===== src/rtl/alu_flag_pkg.sv =====
package alu_flag_pkg;
  localparam int FLAG_N  = 6;
  localparam int FL_CARRY = 0;
  localparam int FL_PAR   = 1;
  localparam int FL_AUX   = 2;
  localparam int FL_ZERO  = 3;
  localparam int FL_SIGN  = 4;
  localparam int FL_OVF   = 5;
  localparam int NSIZE    = 3;

  typedef enum logic [2:0] {
    OP_ADD = 3'd0,
    OP_ADC = 3'd1,
    OP_SUB = 3'd2,
    OP_SBB = 3'd3,
    OP_AND = 3'd4,
    OP_OR  = 3'd5,
    OP_XOR = 3'd6,
    OP_NOP = 3'd7
  } alu_op_e;
endpackage


===== src/rtl/alu_size_dec.sv =====
module alu_size_dec #(
  parameter int DATA_W = 32
) (
  input  logic [1:0]        size,
  output logic [DATA_W-1:0] mask,
  output logic [DATA_W-1:0] msb_sel
);
  import alu_flag_pkg::*;
  localparam logic [DATA_W-1:0] ONES = {DATA_W{1'b1}};
  localparam logic [DATA_W-1:0] LSB  = {{(DATA_W-1){1'b0}}, 1'b1};

  logic [DATA_W-1:0] mask_t [NSIZE];
  logic [DATA_W-1:0] msb_t  [NSIZE];
  logic [1:0]        idx;

  for (genvar g = 0; g < NSIZE; g++) begin : g_size
    localparam int SW = DATA_W >> (NSIZE - 1 - g);
    assign mask_t[g] = ONES >> (DATA_W - SW);
    assign msb_t[g]  = LSB << (SW - 1);
  end

  always_comb begin
    idx     = (size == 2'd3) ? 2'd2 : size;
    mask    = mask_t[idx];
    msb_sel = msb_t[idx];
  end
endmodule


===== src/rtl/alu_arith.sv =====
module alu_arith #(
  parameter int DATA_W = 32
) (
  input  logic [2:0]        code,
  input  logic [DATA_W-1:0] a,
  input  logic [DATA_W-1:0] b,
  input  logic              cin,
  input  logic [DATA_W-1:0] mask,
  input  logic [DATA_W-1:0] msb_sel,
  output logic [DATA_W-1:0] res,
  output logic              cf,
  output logic              of,
  output logic              af
);
  import alu_flag_pkg::*;
  logic [DATA_W-1:0] am, bm;
  logic [DATA_W:0]   ext, xv;
  logic              cin_eff, is_sub, is_logic, c_msb_in;

  always_comb begin
    am       = a & mask;
    bm       = b & mask;
    is_sub   = (code == OP_SUB) || (code == OP_SBB);
    is_logic = (code == OP_AND) || (code == OP_OR) || (code == OP_XOR);
    cin_eff  = ((code == OP_ADC) || (code == OP_SBB)) ? cin : 1'b0;
    if (is_sub)
      ext = {1'b0, am} - {1'b0, bm} - {{DATA_W{1'b0}}, cin_eff};
    else
      ext = {1'b0, am} + {1'b0, bm} + {{DATA_W{1'b0}}, cin_eff};
    // xv[i] is the carry (or borrow) entering bit i
    xv       = {1'b0, am} ^ {1'b0, bm} ^ ext;
    c_msb_in = |(xv[DATA_W-1:0] & msb_sel);
    res      = ext[DATA_W-1:0] & mask;
    cf       = |(xv[DATA_W:1] & msb_sel);
    of       = cf ^ c_msb_in;
    af       = xv[4];
    if (is_logic) begin
      cf = 1'b0;
      of = 1'b0;
      af = 1'b0;
      unique case (code)
        OP_AND:  res = am & bm;
        OP_OR:   res = am | bm;
        default: res = am ^ bm;
      endcase
    end
  end
endmodule


===== src/rtl/alu_flag_reg.sv =====
module alu_flag_reg (
  input  logic                           clk,
  input  logic                           rst,
  input  logic                           upd,
  input  logic [alu_flag_pkg::FLAG_N-1:0] new_flags,
  input  logic [alu_flag_pkg::FLAG_N-1:0] set_m,
  input  logic [alu_flag_pkg::FLAG_N-1:0] clr_m,
  output logic [alu_flag_pkg::FLAG_N-1:0] flags_q
);
  always_ff @(posedge clk) begin
    if (rst)
      flags_q <= '0;
    else if ((|set_m) || (|clr_m))
      flags_q <= (flags_q | set_m) & ~clr_m;
    else if (upd)
      flags_q <= new_flags;
  end
endmodule


===== src/rtl/alu_flag_unit.sv =====
module alu_flag_unit #(
  parameter int DATA_W = 32
) (
  input  logic                            clk,
  input  logic                            rst,
  input  logic                            op_valid,
  input  logic [2:0]                      op_code,
  input  logic [1:0]                      op_size,
  input  logic [DATA_W-1:0]               opa,
  input  logic [DATA_W-1:0]               opb,
  input  logic                            carry_in,
  input  logic [alu_flag_pkg::FLAG_N-1:0] flag_set,
  input  logic [alu_flag_pkg::FLAG_N-1:0] flag_clr,
  output logic [DATA_W-1:0]               result,
  output logic [alu_flag_pkg::FLAG_N-1:0] flags
);
  import alu_flag_pkg::*;
  logic [DATA_W-1:0] mask, msb_sel, res_c;
  logic              cf_c, of_c, af_c, fire;
  logic [FLAG_N-1:0] flags_c;

  alu_size_dec #(.DATA_W(DATA_W)) u_size (
    .size(op_size), .mask(mask), .msb_sel(msb_sel)
  );

  alu_arith #(.DATA_W(DATA_W)) u_arith (
    .code(op_code), .a(opa), .b(opb), .cin(carry_in),
    .mask(mask), .msb_sel(msb_sel),
    .res(res_c), .cf(cf_c), .of(of_c), .af(af_c)
  );

  always_comb begin
    fire              = op_valid && (op_code != OP_NOP);
    flags_c           = '0;
    flags_c[FL_CARRY] = cf_c;
    flags_c[FL_PAR]   = ~^res_c[7:0];
    flags_c[FL_AUX]   = af_c;
    flags_c[FL_ZERO]  = ~|res_c;
    flags_c[FL_SIGN]  = |(res_c & msb_sel);
    flags_c[FL_OVF]   = of_c;
  end

  alu_flag_reg u_freg (
    .clk(clk), .rst(rst), .upd(fire), .new_flags(flags_c),
    .set_m(flag_set), .clr_m(flag_clr), .flags_q(flags)
  );

  always_ff @(posedge clk) begin
    if (rst)
      result <= '0;
    else if (fire)
      result <= res_c;
  end
endmodule


===== config.mk =====
export PLATFORM = sky130hd
export DESIGN_NAME = alu_flag_unit
export DESIGN_NICKNAME = d
export VERILOG_FILES = /design/src/rtl/alu_flag_pkg.sv /design/src/rtl/alu_size_dec.sv /design/src/rtl/alu_arith.sv /design/src/rtl/alu_flag_reg.sv /design/src/rtl/alu_flag_unit.sv
export SDC_FILE = /design/constraint.sdc
export NUM_CORES = 1
export LEC_CHECK = 0
export BUFFER_PORTS_ARGS = -buffer_cell sky130_fd_sc_hd__buf_4
export CAP_MARGIN = 20
export CELL_PAD_IN_SITES_DETAIL_PLACEMENT = 2
export CELL_PAD_IN_SITES_GLOBAL_PLACEMENT = 2
export CORE_MARGIN = 4
export CORE_UTILIZATION = 32
export CTS_CLUSTER_SIZE = 40
export DETAILED_ROUTE_END_ITERATION = 7
export PLACE_DENSITY_LB_ADDON = 0.25
export SLEW_MARGIN = 15
export SYNTH_ARGS = -nofsm -noshare
export SYNTH_HDL_FRONTEND = slang
export SYNTH_HIERARCHICAL = 1
export SYNTH_SLANG_ARGS = --single-unit

===== constraint.sdc =====
create_clock -name clk -period 15.3 [get_ports clk]
set_input_delay 2.295 -clock clk [delete_from_list [all_inputs] [get_ports clk]]
set_output_delay 2.295 -clock clk [all_outputs]
set_load 0.02 [all_outputs]

==> metrics.md <==
| Metric | Value |
|---|---|
| # Post-CTS Setup Buffers | `0` |
| CP required | `15.52 ns` |
| Slew Viols, Final | `0` |
| Yosys reg bits | `38` |
| Post-synth EDFFs | `0` |
| Post-Synthesis Cells | `1,713` |
| CTS sink cnt | `38` |
| Initial drt markers | `around 900` |
| Cell Chain, Critical Path | `buf_4 -> or2_1 -> nand2_1 -> ha_1 -> ha_1 -> a211oi_1 -> o21ai_0 -> a31oi_1 -> o21ai_1 -> a21oi_1 -> xnor2_1 -> o2111ai_1 -> o21ai_0 -> nor4b_1 -> nand4_1 -> nor4_2 -> mux2i_1 -> nor2_1 -> mux2_4` |
| Initial Utilization | `about a third` |
| Final wirelength | `between 50,000 and 60,000 um` |
| Num rows | `68` |
| Final #Nets | `1,955` |
| Vias per inst | `6.034` |
| Post-synth cell types | `a little over 90` |
| Hold/Removal Path Class | `reg2reg` |
| RR Startpoint | `u_freg/flags_q[4]` |
| Hpwl dp | `46,310 um` |
| I/O Pins | `approximately 120` |
| Critical Path Start Type | `input pin` |
| Wire length per cell | `26.37 um` |
| Core Util, Final | `roughly 36%` |
| Number of buffer and inverter stages on the critical path | `1` |
| CTS tree | `done` |
| Sequential-to-total area share from yosys stat | `roughly 6.7%` |
| Number of max-cap violations | `0` |
| Grt ovf | `0` |
| Worst Path Max Fanout | `24` |
| Sw frac | `52.62%` |
| WHS Path Cells | `2` |
| Comb pwr share | `73.1%` |
| CP Class | `in2reg` |
| Vias in the first global route | `13,750` |
| Critical Path Stages | `19` |
| Crit. Startpoint | `op_size[0]` |
| I/O Buffers | `about 120` |
| Clk pwr share | `~15%` |
| Outcome | `finished clean` |
| Syn avg cell area | `between 6 and 7 um^2` |
| TritonCTS buffer count | `5` |
| Worst EP arrival | `~9 ns` |
| Top delay family on crit path | `compound AO/OA/AOI/OAI gates` |
| Final min period | `approximately 8.8 ns` |
| First-pass GRT wire length | `approximately 87,000 um` |
| R2R depth | `3` |
| Tightest Pin Transition | `1.106 ns` |
| Peak VDD IR | `~0.000044 V` |
| Total track usage | `between 20 and 30%` |
| Final GP Congestion | `around 0.98` |
| Maximum clock frequency | `roughly 110 MHz` |
| Worst path slowest cell | `or2_1` |
| Antenna-violating nets left | `0` |
| Hold_buf cts | `0` |
| Top-count cell post-synth | `nand2_1` |
| Pin count of the biggest net entering global routing | `71` |
| Yosys warning count | `6` |
| Synth cell count leaders | `nand2_1 (219), a21oi_1 (140), nor2_1 (132), ha_1 (128), inv_1 (123)` |
| Number of gates resized after cts | `0` |
| Post-Syn Area | `around 0.011 mm^2` |
| Die span in y | `196.0 um` |
| Root buffer cell | `clkbuf_16` |
| Worst setup EP type | `flip-flop` |
| Fin crit share | `approximately 58%` |
| Setup TNS Final | `0 ns` |
| Synth top area share | `between 10 and 15%` |
| Die width | `just under 200 um` |
| # setup viols final | `0` |
| Slew HR | `between 20% and 30%` |
| Ys async rst share | `0%` |
| R2r endpoint | `u_freg/flags_q[4]` |
| ANT cells | `0` |
| Synth-to-layout area growth | `10.38%` |
| Leakage power figure | `5.617 nW` |
| Drt first pass iters | `5` |
| Final clock skew | `0 ns` |
| Pint | `0.4373 mW` |
| Die area | `approximately 0.038 mm^2` |
| Area leader, netlist | `ha_1` |
| Power per cell area | `between 70 and 80 mW/mm^2` |
| H-tree levels | `2` |
| Psw | `~0.5 mW` |
| Fill count | `4,283` |
| Final Hold Viols | `0` |
| Bufs on Longest Clock Path | `2` |
| RSZ-0062 raised after global routing | `no` |
| Synth area leaders | `ha_1 (14%), nand2_1 (7.3%), dfxtp_1 (6.7%)` |
| Reg2reg setup slack | `around 14 ns` |
| Clock-pin slew on the worst setup and hold paths | `about 0.060 ns` |
| Seq pwr share | `11.9%` |
| Via count | `13,240` |
| Fraction of layout cells with a size suffix above 1 | `11.56%` |
| Crit-path max cell delay | `around 0.75 ns` |
| Core ar. | `~0.035 mm^2` |
| Top FF cell, synth | `dfxtp_1` |
| Worst-Skew Late Latency | `between 0.2 and 0.3 ns` |
| Remaining DRCs | `0` |
| Initial antenna violation count | `0` |
| Crit path to | `u_freg/flags_q[3]` |
[sequential cells by signal, summed over array words and instances, names as in the netlist]
register	count
result	32
u_freg/flags_q	6
[stage by stage]
stage / hold WS [ns] / instances / power (mW) / setup WS [ns] / area (um^2)
floorplan: 0.5474 / 1748 / 0.5480 / 8.303 / 11450
global placement: 0.4652 / 2185 / 0.7419 / 6.761 / 12280
detailed placement: 0.4728 / 2185 / 0.7564 / 6.521 / 12280
CTS: 0.4808 / 2193 / 0.8989 / 6.672 / 12480
global route: 0.5044 / 2194 / 0.9794 / 6.023 / 12490
finish: 0.4789 / 2194 / 0.9228 / 6.480 / 12490
[placed cells by master, fill, tap and decap left out, types with 11 or more instances in the layout]
master	instances
nand2_1	219
buf_4	156
a21oi_1	140
nor2_1	132
ha_1	128
inv_1	123
o21ai_0	121
nand3_1	68
xnor2_1	53
dfxtp_1	38
conb_1	37
nand4_1	33
xor2_1	31
nor3_1	25
a211oi_1	24
a21o_1	19
o21a_1	19
and2_1	17
o2111ai_1	17
nor4_1	16
o22ai_1	15
nand2b_1	14
a31oi_1	14
a22oi_1	13
o31ai_1	13
mux2i_1	13
a221oi_1	13
nor2b_1	12
o211ai_1	12
and3_1	11
[final cells by class]
class | count | area, um^2 | share of cell area (%)
Inverter | 124 | 465.4 | 3.726
Clock buffer | 6 | 138.9 | 1.112
Sequential cell | 38 | 760.7 | 6.090
Tap cell | 455 | 569.3 | 4.558
Clock inverter | 2 | 60.06 | 0.4808
Multi-Input combinational cell | 1412 | 9318 | 74.60
Timing Repair Buffer | 157 | 1179 | 9.436
[cell families after synthesis]
logic type / count (synthesis) / share of synthesized area [%]
adder cells (fa/ha/maj): 132 / 14.86
multiplexers: 20 / 2.046
flip-flops: 38 / 6.723
AO/OA/AOI/OAI: 521 / 30.16
AND/OR/NAND/NOR: 610 / 25.82
XOR/XNOR: 92 / 8.138
other: 2 / 0.06637
buffers and inverters: 298 / 12.18
[metal layers]
layer / wire length, um / GRT usage (%) / vias to the layer above
met5: 0 / 0 / -
met4: 2411 / 10.03 / 0
met1: 25190 / 38.14 / 6658
met3: 3201 / 3.263 / 104
li1: - / - / 6063
met2: 27050 / 48.91 / 413
[how the worst min path moves through the flow]
stage / to / from / slack, ns
finish: result[1] / result[1] / 0.48
global route: result[19] / result[19] / 0.50
CTS: result[19] / result[19] / 0.48
detailed placement: result[1] / result[1] / 0.47
global placement: result[22] / result[22] / 0.47
floorplan: result[24] / result[24] / 0.55
[tightest hold or removal path, stage by stage, from the launching register on]
cell	delay, ns
dfxtp_1	0.30
o21ai_0	0.07
a21oi_1	0.06
[power groups by stage]
stage | Sequential, mW | Combinational [mW] | Clock, mW
after floorplan | 0.119 | 0.429 | 0
after global placement | 0.112 | 0.630 | 0
after detailed placement | 0.112 | 0.644 | 0
after CTS | 0.110 | 0.649 | 0.140
after global routing | 0.111 | 0.724 | 0.145
final | 0.110 | 0.674 | 0.139
Power figures use the tool's default switching activity.
